`config.mk`:
```
export PLATFORM = sky130hd
export DESIGN_NAME = i2cs_irq_top
export DESIGN_NICKNAME = d
export VERILOG_FILES = /design/src/rtl/i2cs_irq_pkg.sv /design/src/rtl/i2cs_ev_pack.sv /design/src/rtl/i2cs_raw_bank.sv /design/src/rtl/i2cs_mask_bank.sv /design/src/rtl/i2cs_irq_top.sv
export SDC_FILE = /design/constraint.sdc
export NUM_CORES = 1
export LEC_CHECK = 0
export BUFFER_PORTS_ARGS = -buffer_cell sky130_fd_sc_hd__buf_2
export CORE_MARGIN = 8
export CORE_UTILIZATION = 38
export DETAILED_ROUTE_END_ITERATION = 16
export GPL_ROUTABILITY_DRIVEN = 0
export PLACE_DENSITY = 0.79
export SLEW_MARGIN = 0
export SYNTH_ARGS = -nofsm -noshare
export SYNTH_HDL_FRONTEND = slang
export SYNTH_HIERARCHICAL = 1
export SYNTH_SLANG_ARGS = --single-unit
```
`constraint.sdc`:
```
create_clock -name clk -period 0.85 [get_ports clk]
set_input_delay 0.0425 -clock clk [delete_from_list [all_inputs] [get_ports clk]]
set_output_delay 0.0425 -clock clk [all_outputs]
set_load 0.02 [all_outputs]
```
`src/rtl/i2cs_irq_pkg.sv`:
```
package i2cs_irq_pkg;
  localparam int NSRC = 9;

  localparam int B_DATA     = 0;
  localparam int B_START    = 1;
  localparam int B_STOP     = 2;
  localparam int B_DMA_RX   = 3;
  localparam int B_DMA_TX   = 4;
  localparam int B_TX_LEVEL = 5;
  localparam int B_RX_LEVEL = 6;
  localparam int B_TX_EMPTY = 7;
  localparam int B_RX_FULL  = 8;

  typedef enum logic [1:0] {
    A_MASK   = 2'd0,
    A_RAW    = 2'd1,
    A_MASKED = 2'd2,
    A_CLEAR  = 2'd3
  } reg_sel_e;
endpackage

```
`src/rtl/i2cs_ev_pack.sv`:
```
module i2cs_ev_pack #(
  parameter int N_DATA = 3,
  parameter int N_SOLO = 8,
  localparam int NOUT  = N_SOLO + 1
) (
  input  logic [N_DATA-1:0] data_causes,
  input  logic [N_SOLO-1:0] solo_events,
  output logic [NOUT-1:0]   set_vec
);
  always_comb begin
    set_vec    = '0;
    set_vec[0] = |data_causes;
    for (int i = 0; i < N_SOLO; i++) begin
      set_vec[i+1] = solo_events[i];
    end
  end
endmodule

```
`src/rtl/i2cs_raw_bank.sv`:
```
module i2cs_raw_bank #(
  parameter int N = 9
) (
  input  logic         clk,
  input  logic         rst_n,
  input  logic [N-1:0] set_vec,
  input  logic [N-1:0] clr_vec,
  output logic [N-1:0] raw_q
);
  for (genvar g = 0; g < N; g++) begin : g_bit
    always_ff @(posedge clk or negedge rst_n) begin
      if (!rst_n)          raw_q[g] <= 1'b0;
      else if (set_vec[g]) raw_q[g] <= 1'b1;
      else if (clr_vec[g]) raw_q[g] <= 1'b0;
    end
  end

  AST_SET_WINS: assert property (@(posedge clk) disable iff (!rst_n)
    (|set_vec) |=> ((raw_q & $past(set_vec)) == $past(set_vec)));
  AST_STICKY: assert property (@(posedge clk) disable iff (!rst_n)
    (|raw_q) |=> ((raw_q & ($past(raw_q) & ~$past(clr_vec))) == ($past(raw_q) & ~$past(clr_vec))));
  AST_CLEAR_TAKES: assert property (@(posedge clk) disable iff (!rst_n)
    (|(clr_vec & ~set_vec)) |=> ((raw_q & $past(clr_vec & ~set_vec)) == '0));
endmodule

```
`src/rtl/i2cs_mask_bank.sv`:
```
module i2cs_mask_bank #(
  parameter int          N   = 9,
  parameter logic [N-1:0] RST = '0
) (
  input  logic         clk,
  input  logic         rst_n,
  input  logic         wr,
  input  logic [N-1:0] wdata,
  output logic [N-1:0] mask_q
);
  always_ff @(posedge clk or negedge rst_n) begin
    if (!rst_n)  mask_q <= RST;
    else if (wr) mask_q <= wdata;
  end

  AST_MASK_HOLD: assert property (@(posedge clk) disable iff (!rst_n)
    !wr |=> $stable(mask_q));
endmodule

```
`src/rtl/i2cs_irq_top.sv`:
```
module i2cs_irq_top
  import i2cs_irq_pkg::*;
#(
  parameter int DW = 32,
  localparam int N = NSRC
) (
  input  logic          clk,
  input  logic          rst_n,
  input  logic          ev_rx_done,
  input  logic          ev_rx_req,
  input  logic          ev_next_byte,
  input  logic          ev_start,
  input  logic          ev_stop,
  input  logic          ev_dma_rx,
  input  logic          ev_dma_tx,
  input  logic          ev_tx_level,
  input  logic          ev_rx_level,
  input  logic          ev_tx_empty,
  input  logic          ev_rx_full,
  input  logic          reg_wr_en,
  input  logic [1:0]    reg_addr,
  input  logic [DW-1:0] reg_wdata,
  output logic [DW-1:0] reg_rdata,
  output logic          irq_o
);
  logic [2:0]   data_causes;
  logic [N-2:0] solo_events;
  logic [N-1:0] set_vec, clr_vec, raw_q, mask_q, masked;
  logic         wr_mask;
  reg_sel_e     sel;

  assign sel         = reg_sel_e'(reg_addr);
  assign data_causes = {ev_next_byte, ev_rx_req, ev_rx_done};
  assign solo_events = {ev_rx_full, ev_tx_empty, ev_rx_level, ev_tx_level,
                        ev_dma_tx, ev_dma_rx, ev_stop, ev_start};

  i2cs_ev_pack #(.N_DATA(3), .N_SOLO(N-1)) u_pack (
    .data_causes (data_causes),
    .solo_events (solo_events),
    .set_vec     (set_vec)
  );

  assign wr_mask = reg_wr_en && (sel == A_MASK);
  assign clr_vec = (reg_wr_en && (sel == A_CLEAR)) ? reg_wdata[N-1:0] : '0;

  i2cs_raw_bank #(.N(N)) u_raw (
    .clk     (clk),
    .rst_n   (rst_n),
    .set_vec (set_vec),
    .clr_vec (clr_vec),
    .raw_q   (raw_q)
  );

  i2cs_mask_bank #(.N(N), .RST('0)) u_mask (
    .clk    (clk),
    .rst_n  (rst_n),
    .wr     (wr_mask),
    .wdata  (reg_wdata[N-1:0]),
    .mask_q (mask_q)
  );

  assign masked = raw_q & mask_q;
  assign irq_o  = |masked;

  always_comb begin
    reg_rdata = '0;
    unique case (sel)
      A_MASK:   reg_rdata[N-1:0] = mask_q;
      A_RAW:    reg_rdata[N-1:0] = raw_q;
      A_MASKED: reg_rdata[N-1:0] = masked;
      A_CLEAR:  reg_rdata        = '0;
      default:  reg_rdata        = '0;
    endcase
  end

  AST_DATA_MERGE: assert property (@(posedge clk) disable iff (!rst_n)
    (ev_rx_done || ev_rx_req || ev_next_byte) |=> raw_q[B_DATA]);
  AST_IRQ_SOURCE: assert property (@(posedge clk) disable iff (!rst_n)
    irq_o |-> ((mask_q != '0) && (raw_q != '0)));
  AST_RO_RAW: assert property (@(posedge clk) disable iff (!rst_n)
    (reg_wr_en && (sel == A_RAW || sel == A_MASKED) && set_vec == '0) |=> $stable(raw_q));
  AST_RO_MASK: assert property (@(posedge clk) disable iff (!rst_n)
    (reg_wr_en && sel != A_MASK) |=> $stable(mask_q));
endmodule

```
==> results of run 1 <==
-- cell usage after synthesis --
cell type   n  share of area [%]
a21o_1      9                5.3
a222oi_1    1               0.79
a22oi_1     3                1.8
and2_1      9                4.4
and3_1      1               0.49
buf_2       1               0.39
buf_4      31                 18
buf_6       3                2.7
clkbuf_1    1               0.30
conb_1      1               0.30
dfrtp_1    18                 36
inv_1       9                2.7
mux2_4      9                 11
mux2i_1     9                7.1
nand2_1     9                2.7
nand4_1     1               0.49
nor3b_2     1               0.99
o22ai_1     9                4.4
or3_1       1               0.49
-- metrics by stage --
step / utilization [%] / total power [mW] / hold WS (ns)
2_1_floorplan: - / 1.67 / -0.253
3_3_place_gp: 45.2 / 1.87 / -0.0141
3_5_place_dp: 45.2 / 1.89 / -0.00610
4_1_cts: 54.0 / 2.57 / 0.0311
5_1_grt: 55.2 / 2.75 / 0.0165
6_report: 55.2 / 2.60 / 0.0321
-- metal layers --
metal	track usage, %	vias up
li1	-	510
met1	12.4	483
met2	21.3	42
met3	3.27	8
met4	5.54	0
met5	0	-
-- critical path, delay by kind of cell (launching register included) --
kind            cells  cell delay [ns]
flops               1             0.39
simple gates        1             0.14
buf+inv             1             0.19
compound gates      1             0.35
-- power groups by stage --
stage	clock network (mW)	registers, mW	logic, mW
finish	0.521	1.04	1.04
global route	0.579	1.05	1.12
CTS	0.538	1.03	0.995
detailed placement	0	1.04	0.853
global placement	0	1.03	0.837
floorplan	0	1.04	0.633
-- worst paths after layout --
| path | from | to | slack (ns) | cells after the start |
|---|---|---|---|---|
| min in group asynchronous | rst_n | u_raw/raw_q[7] | 0.20 | 2 |
| max in group asynchronous | rst_n | u_mask/mask_q[8] | 0.37 | 2 |
| hold reg to reg | u_mask/mask_q[7] | u_mask/mask_q[7] | 0.59 | 1 |
| hold / removal | ev_next_byte | u_raw/raw_q[0] | 0.03 | 3 |
| setup reg to reg | u_mask/mask_q[8] | u_mask/mask_q[8] | -0.07 | 2 |
| setup / recovery | u_raw/raw_q[2] | irq_o | -0.55 | 3 |
-- layout make-up --
| type | count | area (um2) | share of cell area (%) |
|---|---|---|---|
| multi-input combinational | 85 | 613 | 34.1 |
| timing repair buffer | 77 | 607 | 33.8 |
| tap | 46 | 57.6 | 3.20 |
| clock buffer | 4 | 36.3 | 2.02 |
| sequential | 18 | 450 | 25.1 |
| inverter | 9 | 33.8 | 1.88 |
-- what timing repair did --
action | CTS | global route
setup endpoints to repair | 17 | 21
hold buffers | 18 | 0
pin swaps | 4 | 4
setup buffers | 2 | 2
endpoints found under the hold margin | 35 | 0
gates resized for setup | 15 | 11
-- state kept, by name (all words and copies together) (netlist names) --
signal         cells
u_mask/mask_q      9
u_raw/raw_q        9
-- layout by cell type, fill, tap and decap left out --
cell           instances
buf_2                 29
conb_1                23
dlygate4sd3_1         18
dfrtp_1               18
buf_4                 15
buf_6                 15
mux2i_1                9
and2_1                 9
mux2_4                 9
inv_1                  9
a21o_1                 9
nand2_1                7
o22ai_1                6
o22ai_2                3
a22oi_1                3
clkbuf_4               3
nand2_2                2
and3_1                 1
nor3b_2                1
a222oi_1               1
nand4_1                1
clkbuf_8               1
or3_1                  1
-- logic make-up (layout without fill, tap and decap cells) --
family	after synthesis	count (layout)
other	1	23
AO/OA/AOI/OAI	22	22
AND/OR/NAND/NOR	22	22
buffers and inverters	45	90
multiplexers	18	18
flip-flops	18	18
==> results.py, run 1 <==
metrics = {
    "status": {
        "status": "finished, violations left",
        "violations": "negative setup slack",
    },
    "sta": {
        "fin_setup_tns_ns": -4.40,
        "setup_viol": 18,
        "fmax_ghz": 0.714,
        "drv_slew": 0,
        "period_minus_slack_ns": 1.40,
        "fin_skew_ns": 0,
        "period_share_pct": 165,
        "rsz0062_at_grt": "true",
        "hold_violations": 0,
        "fin_ws_ns": -0.550,
    },
    "global_routing": {
        "first_global_vias": 1096,
        "antenna_found_initial": 0,
        "grt_pass1_wl_mm": 5.00,
        "grt_remaining_overflow": 0,
        "grt_max_degree": 19,
        "track_usage_pct": 11.9,
    },
    "pwr": {
        "power.share.sequential_pct": 39.9,
        "clock_power_share_pct": 20.1,
        "ir_drop_v": 0.000814,
        "netSwitchingPower_mw": 0.828,
        "p_int_mw": 1.77,
        "leakagePower_nw": 0.882,
        "swShare_pct": 31.9,
        "combPwrFrac_pct": 40.0,
        "p_per_area_nw_per_um2": 1440,
    },
    "detailed_routing": {
        "antenna_left": 0,
        "via_per_inst": 4.36,
        "topRoutingLayerUsed": "met4",
        "wl_met3_um": 275,
        "met1_length_mm": 1.17,
        "drcViolationCount": 0,
        "dr.pass1.iters": 4,
        "wl_per_cell_um": 13.2,
        "wl_met2_mm": 1.63,
        "vias": 1043,
        "finalWirelength_mm": 3.14,
        "drtIter0Drc": 24,
    },
    "synthesis": {
        "ys_seq_elements": 18,
        "syn_avg_cell_area_um2": 10.0,
        "yosys.area_share.xor_xnor_pct": 0,
        "yosys_warnings": 6,
        "yosys.area_share.adder_pct": 0,
        "syn-cell-area_um2": 1270,
        "yosys.area_share.simple_pct": 9.58,
        "synth_cells": 126,
        "synth_top_family_by_area": "buffers and inverters",
        "muxShareOfSynthArea_pct": 17.8,
        "yosysSeqAreaShare_pct": 35.6,
        "ys_types": 19,
        "synth-compound-area-share_pct": 12.4,
    },
    "floorplan": {
        "die_w_um": 73.7,
        "die_y_um": 73.7,
        "placeableCoreArea_um2": 3260,
        "start_util_pct": 38.9,
        "rows": 21,
        "ioPinCount": 81,
        "design.die.area_um2": 5440,
    },
    "placed_design": {
        "numPortBuffers": 34,
        "place_ws_ns": -0.255,
        "place_area_um2": 1470,
        "place_inst": 215,
        "dpl.hpwl_mm": 2.29,
    },
    "cells_and_area": {
        "design_area_um2": 1800,
        "finalNonFillerCells": 239,
        "final_layout_size_suffix_gt1_share_pct": 40.4,
        "fill_cells": 288,
        "area_growth_pct": 42.0,
        "fin_nets": 242,
        "diodes": 0,
    },
    "clock_network": {
        "cts_buffer_depth": 2,
        "cts_inserted_buffers": 3,
        "cts-root-buf": "clkbuf_4",
        "cts_sinks": 18,
        "tritoncts": "built",
        "clk_pin_slew_ns": 0.10,
        "htreeDepth": 1,
        "clk_latency_ns": 0.29,
    },
    "worst_setup_path": {
        "slowest_stage": "dfrtp_1",
        "worstSetupPathType": "reg2out",
        "required_ns": 0.81,
        "end_kind": "primary output",
        "start_kind": "register",
        "arrival_ns": 1.36,
        "max_stage_delay_ns": 0.39,
        "path_cells": "a222oi_1 > nand4_1 > buf_2",
        "path_max_fanout": 2,
    },
    "job": {
        "cap_violations": 0,
    },
    "min_path": {
        "min_path_type": "in2reg",
    },
}
Note: power is estimated with default switching activity, not from simulation.
==> run 2: changes to the inputs <==
ABC_AREA = 1   (was default)
CORE_UTILIZATION = 39   (was 38)
==> run 2 against run 1 <==
  * Flip-flop and latch count stayed put
  * Global-route usage decreased by 1.5 points
  * Core utilization is 0.82 points lower
  * Combinational power fell by 16%
  * Final cell count rose by 33%
  * The run still ends with negative setup slack left
  * Via count is 19% higher
  * Synthesized cell count increased by 70%
  * Largest cell class is now buffers
==> results.py, run 2 <==
metrics = {
    "cells_and_area": {
        "fin_nets": 322,
        "mostFrequentLayoutCell": "nand2_1",
        "diodes": 0,
        "design_area_um2": 1810,
        "final_util_pct": 54.4,
        "final_cell_mix": "nand2_1, inv_1, buf_2, conb_1",
        "final_layout_size_suffix_gt1_share_pct": 23.9,
        "fill_cells": 334,
        "largestRegisters": "u_mask/mask_q: 9 flops, u_raw/raw_q: 9 flops",
        "area_growth_pct": 34.8,
    },
    "worst_setup_path": {
        "worstSetupPathType": "reg2out",
        "cp_common_cell": "nand2_1",
        "slowest_stage": "dfrtp_1",
        "max_stage_delay_ns": 0.41,
        "arrival_ns": 1.18,
        "crit_end": "irq_o",
        "end_kind": "primary output",
        "required_ns": 0.81,
        "path_cells": "nand2_1 > nand3_1 > nor2_1 > nand2_1 > buf_6",
        "regToRegEndpoint": "u_raw/raw_q[3]",
        "r2r_setup_slack_ns": 0.01,
        "r2r_cells": 4,
        "start_kind": "register",
        "reg2reg_from": "u_raw/raw_q[3]",
        "crit_start": "u_mask/mask_q[3]",
        "path_max_fanout": 3,
    },
    "global_routing": {
        "grt_remaining_overflow": 0,
        "first_global_vias": 1102,
        "antenna_found_initial": 0,
        "grt_max_degree": 19,
        "grt_pass1_wl_mm": 4.60,
        "track_usage_pct": 10.4,
    },
    "detailed_routing": {
        "dr.pass1.iters": 4,
        "vias": 1239,
        "drcViolationCount": 0,
        "wl_per_cell_um": 9.84,
        "finalWirelength_mm": 3.13,
        "drtIter0Drc": 49,
        "antenna_left": 0,
        "via_per_inst": 3.90,
    },
    "placed_design": {
        "numPortBuffers": 34,
        "dpl.hpwl_mm": 2.24,
        "place_area_um2": 1470,
    },
    "floorplan": {
        "start_util_pct": 40.3,
        "die_w_um": 74.8,
        "die_y_um": 74.8,
        "design.die.area_um2": 5590,
        "ioPinCount": 81,
        "rows": 21,
        "placeableCoreArea_um2": 3340,
    },
    "min_path": {
        "hold_start": "ev_rx_done",
        "min_path_type": "in2reg",
        "whs_path_depth": 5,
    },
    "sta": {
        "fmax_ghz": 0.818,
        "setup_viol": 10,
        "hold_violations": 0,
        "period_minus_slack_ns": 1.22,
        "fin_skew_ns": 0,
        "drv_slew": 0,
        "rsz0062_at_grt": "true",
        "fin_ws_ns": -0.372,
        "period_share_pct": 144,
    },
    "pwr": {
        "clock_power_share_pct": 17.7,
        "swShare_pct": 34.4,
        "combPwrFrac_pct": 38.4,
        "p_int_mw": 1.50,
        "p_per_area_nw_per_um2": 1260,
        "netSwitchingPower_mw": 0.785,
        "ir_drop_v": 0.000676,
        "power.share.sequential_pct": 43.9,
        "leakagePower_nw": 1.16,
    },
    "clock_network": {
        "cts_inserted_buffers": 3,
        "cts_buffer_depth": 2,
        "cts-root-buf": "clkbuf_4",
        "cts_sinks": 18,
        "htreeDepth": 1,
        "tritoncts": "built",
        "clk_latency_ns": 0.28,
        "clk_pin_slew_ns": 0.09,
    },
    "synthesis": {
        "netlist_top_cells_area": "dfrtp_1, nand2_1, buf_4",
        "ys_types": 12,
        "ys_async_sr_fraction_pct": 100,
        "synth_top_cell_by_area": "dfrtp_1",
        "synth_cells": 214,
        "yosysSeqAreaShare_pct": 33.5,
        "synth_edf_count": 0,
        "synth_common_cells": "nand2_1, inv_1, buf_4",
        "synth-main-ff-cell": "dfrtp_1",
        "ys_seq_elements": 18,
        "syn-cell-area_um2": 1350,
        "syn_avg_cell_area_um2": 6.29,
        "synth.top_cell.area_share_pct": 33.5,
        "yosys_warnings": 6,
        "synthMostInstantiatedCell": "nand2_1",
    },
    "status": {
        "violations": "negative setup slack",
        "status": "finished, violations left",
    },
    "job": {
        "cap_violations": 0,
    },
}
## run 2: cell count changes in the layout (fill, tap and decap cells not counted), moves of 5 or more
cell,previous run,this run
nand2_1,7,76
inv_1,9,52
nor2_1,0,12
a21o_1,9,0
and2_1,9,0
mux2_4,9,0
mux2i_1,9,0
o22ai_1,6,0
buf_2,29,24
inv_2,0,5
o21ai_1,0,5
## run 2: power groups by stage
stage | Clock (mW) | Sequential (mW) | Combinational, mW
after floorplan | 0 | 1.00 | 0.540
after global placement | 0 | 1.01 | 0.617
after detailed placement | 0 | 1.01 | 0.630
after CTS | 0.426 | 0.996 | 0.788
after global routing | 0.474 | 1.01 | 0.962
final | 0.405 | 1.00 | 0.878
## run 2: stage by stage
step / total power, mW / hold WS [ns] / cells / setup WS [ns] / TNS [ns]
after floorplan: 1.54 / -0.253 / 236 / 0.00250 / 0
after global placement: 1.63 / -0.0114 / 290 / -0.105 / -1.20
after detailed placement: 1.64 / -0.00426 / 290 / -0.106 / -1.31
after CTS: 2.21 / 0.0103 / 313 / -0.368 / -2.87
after global routing: 2.45 / 0.0282 / 318 / -0.444 / -3.69
final: 2.28 / 0.0183 / 318 / -0.372 / -2.87
## run 2: kinds of logic (layout without fill, tap and decap cells)
kind of cell           Yosys count  count (layout)  share of synthesized area, %
AOI/OAI and AO/OA                9               9                          3.35
buffers and inverters           92             128                          36.0
DFF                             18              18                          33.5
other                            1              23                         0.279
and+or+nand+nor                 94              94                          27.0
## run 2: per-layer routing
layer / vias up / track usage, % / wire, um
met3: 6 / 2.66 / 258
met4: 0 / 3.48 / 43
met5: - / 0 / 0
met2: 42 / 19.3 / 1620
met1: 534 / 11.0 / 1210
li1: 657 / - / -
## run 2: area by class of cell
| type | count | area [um2] | share of cell area (%) |
|---|---|---|---|
| clock buffer | 3 | 22.5 | 1.24 |
| inverter | 58 | 220 | 12.1 |
| multi-input combinational | 126 | 518 | 28.6 |
| sequential | 18 | 450 | 24.8 |
| tap | 46 | 57.6 | 3.17 |
| timing repair buffer | 67 | 546 | 30.1 |
## run 2: how the worst min path moves through the flow
stage	endpoint	slack (ns)
2_1_floorplan	u_mask/mask_q[0]	-0.25
3_3_place_gp	u_raw/raw_q[1]	-0.01
3_5_place_dp	u_raw/raw_q[6]	-0.004
4_1_cts	u_raw/raw_q[0]	0.01
5_1_grt	u_raw/raw_q[0]	0.03
6_report	u_raw/raw_q[0]	0.02
## run 2: what timing repair did
item                                    CTS  global route
endpoints found under the hold margin    35             0
hold buffers                             18             0
setup buffers                             2             5
resized for setup                        27            13
gates cloned                              0             0
endpoints found under the setup margin   10            11
pin swaps                                 4             6
## run 2: critical path, delay by kind of cell (launching register included)
| kind | cells | cell delay [ns] |
|---|---|---|
| buf+inv | 1 | 0.14 |
| flops | 1 | 0.41 |
| simple gates | 4 | 0.35 |
==> run 3: changes to the inputs <==
CORE_UTILIZATION = 40   (was 39)
CTS_BUF_LIST = sky130_fd_sc_hd__clkbuf_8   (was default)
PLACE_DENSITY = 0.82   (was 0.79)
SYNTH_HIERARCHICAL = default   (was 1)
==> run 3 against run 2 <==
  * The run still ends with negative setup slack left
  * Global-route usage increased by 1.4 points
  * Core utilization up 5.1 points
  * Via count about the same
  * Worst hold slack improved by 0.017 ns
  * Synthesized cell count decreased by 18%
  * Non-clock buffer count grew 2
  * Setup slack gained 0.039 ns
  * Final cell count fell by 10%
  * Sequential share of layout area is the same
  * Critical endpoint unchanged
  * Largest cell class is now multi-input combinational cells
  * Largest power group unchanged
==> results.py, run 3 <==
metrics = {
    "status": {
        "status": "finished, violations left",
        "violations": "negative setup slack",
    },
    "cells_and_area": {
        "finalNonFillerCells": 286,
        "fill_cells": 294,
        "fin_nets": 291,
        "final_util_pct": 59.4,
        "design_area_um2": 1810,
        "final_cell_mix": "nand2_1, buf_2, conb_1, buf_4, inv_1",
        "largestRegisters": "u_mask.mask_q: 9 flops, u_raw.raw_q: 9 flops",
        "regArea_um2": 450,
        "final_layout_size_suffix_gt1_share_pct": 36.8,
        "area_growth_pct": 42.2,
        "mostFrequentLayoutCell": "nand2_1",
        "multi_input_area_um2": 614,
        "diodes": 0,
    },
    "detailed_routing": {
        "via_per_inst": 4.34,
        "antenna_left": 0,
        "wl_per_cell_um": 11.5,
        "vias": 1240,
        "dr.pass1.iters": 4,
        "finalWirelength_mm": 3.29,
        "drtIter0Drc": 24,
        "drcViolationCount": 0,
    },
    "global_routing": {
        "first_global_vias": 1152,
        "grt_pass1_wl_mm": 4.92,
        "grt_max_degree": 20,
        "track_usage_pct": 11.8,
        "antenna_found_initial": 0,
        "grt_remaining_overflow": 0,
    },
    "pwr": {
        "netSwitchingPower_mw": 0.865,
        "swShare_pct": 33.0,
        "p_per_area_nw_per_um2": 1450,
        "p_int_mw": 1.76,
        "leakagePower_nw": 1.03,
        "power.share.sequential_pct": 38.3,
        "clock_power_share_pct": 27.2,
        "ir_drop_v": 0.000893,
        "p_total_mw": 2.62,
        "combPwrFrac_pct": 34.5,
    },
    "worst_setup_path": {
        "crit_start": "u_raw.raw_q[1]",
        "path_max_fanout": 3,
        "crit_buf_inv": 1,
        "critPathTopFamily": "flip-flops",
        "arrival_ns": 1.14,
        "required_ns": 0.81,
        "worstSetupPathType": "reg2out",
        "start_kind": "register",
        "path_cells": "nand2_1 > nand3_2 > nor2_2 > nand2_1 > buf_6",
        "worst-path-stages": 5,
        "slowest_stage": "dfrtp_1",
        "max_stage_delay_ns": 0.41,
        "reg2reg_from": "u_raw.raw_q[3]",
        "r2r_cells": 5,
        "cp_common_cell": "nand2_1",
        "end_kind": "primary output",
    },
    "floorplan": {
        "start_util_pct": 41.8,
        "die_y_um": 72.5,
        "rows": 20,
        "ioPinCount": 81,
        "die_w_um": 72.5,
        "placeableCoreArea_um2": 3050,
        "design.die.area_um2": 5250,
    },
    "clock_network": {
        "cts-root-buf": "clkbuf_8",
        "clk_latency_ns": 0.25,
        "tritoncts": "built",
        "cts_inserted_buffers": 3,
        "clk_pin_slew_ns": 0.07,
        "cts_buffer_depth": 2,
        "htreeDepth": 1,
        "cts_sinks": 18,
    },
    "synthesis": {
        "netlist_top_cells_area": "dfrtp_1, nand2_1, buf_4",
        "synthMostInstantiatedCell": "nand2_1",
        "syn_avg_cell_area_um2": 7.25,
        "synth_common_cells": "nand2_1, inv_1, buf_4",
        "synth-main-ff-cell": "dfrtp_1",
        "ys_seq_elements": 18,
        "yosys_warnings": 0,
        "yosysSeqAreaShare_pct": 35.3,
        "synth_edf_count": 0,
        "ys_types": 19,
        "synth_cells": 176,
        "synth.top_cell.area_share_pct": 35.3,
        "synth_top_cell_by_area": "dfrtp_1",
        "syn-cell-area_um2": 1280,
        "ys_async_sr_fraction_pct": 100,
    },
    "sta": {
        "fmax_ghz": 0.845,
        "setup_viol": 12,
        "rsz0062_at_grt": "true",
        "fin_ws_ns": -0.333,
        "drv_slew": 0,
        "hold_violations": 0,
        "period_share_pct": 139,
        "fin_skew_ns": 0,
        "period_minus_slack_ns": 1.18,
    },
    "placed_design": {
        "dpl.hpwl_mm": 2.38,
        "place_inst": 260,
        "place_ws_ns": -0.114,
        "place_area_um2": 1450,
        "numPortBuffers": 34,
    },
    "min_path": {
        "hold_start": "reg_wdata[2]",
        "whs_path_depth": 3,
        "min_path_type": "in2reg",
    },
    "job": {
        "cap_violations": 0,
    },
}
==> run 3: cell count changes after synthesis, sizes merged, moves of 6 or more <==
cell	delta
inv	-31
buf	-6
nand4	+9
nor2	-10
nand3	+8
or2	+8
nand2	-18
==> run 3: power by group through the flow <==
stage               combinational (mW)  sequential (mW)  clock (mW)
finish                           0.903             1.00       0.714
global route                     0.996             1.01       0.744
CTS                              0.819             1.00       0.731
detailed placement               0.678             1.02           0
global placement                 0.667             1.02           0
floorplan                        0.541             1.00           0
==> run 3: kinds of logic (layout without fill, tap and decap cells) <==
group,after synthesis,count (layout),synth area share (%)
flip-flops,18,18,35.3
other,1,23,0.294
AND/OR/NAND/NOR,92,92,34.1
buffers and inverters,56,100,26.8
AO/OA/AOI/OAI,9,9,3.53
==> run 3: worst paths after layout <==
kind,end,slack [ns]
setup reg to reg,u_raw.raw_q[3],-0.13
hold reg to reg,u_raw.raw_q[2],0.51
max in group asynchronous,u_raw.raw_q[3],0.32
min in group asynchronous,u_raw.raw_q[2],0.24
hold / removal,u_mask.mask_q[2],0.04
setup / recovery,irq_o,-0.33
==> run 3: timing repair <==
action	4_1_cts	5_1_grt
gates resized for setup	32	19
cloned	0	0
endpoints found under the setup margin	10	11
hold buffers	12	0
hold endpoints to repair	27	0
pin swaps	9	4
setup buffers	4	6
==> run 3: area by class of cell <==
cell class | instances | share of cell area [%]
inverter | 27 | 5.59
timing repair buffer | 69 | 29.7
tap | 44 | 3.03
multi-input combinational | 124 | 33.9
sequential | 18 | 24.8
clock buffer | 4 | 3.03
==> run 3: tightest hold or removal path: stages <==
cell     delay (ns)
buf_2          0.09
nand3_1        0.07
nand2_1        0.06
==> run 3: metal layers <==
metal  wire length, um  track usage, %  up-vias
li1                  -               -      622
met1              1260            12.4      552
met2              1610            20.6       54
met3               287            2.20       12
met4               139            8.44        0
met5                 0               0        -
==> run 3: per-stage QoR <==
stage | hold slack, ns | TNS [ns]
2_1_floorplan | -0.253 | 0
3_3_place_gp | -0.00788 | -1.65
3_5_place_dp | -0.00629 | -1.80
4_1_cts | 0.0352 | -3.03
5_1_grt | 0.0451 | -3.56
6_report | 0.0352 | -3.13
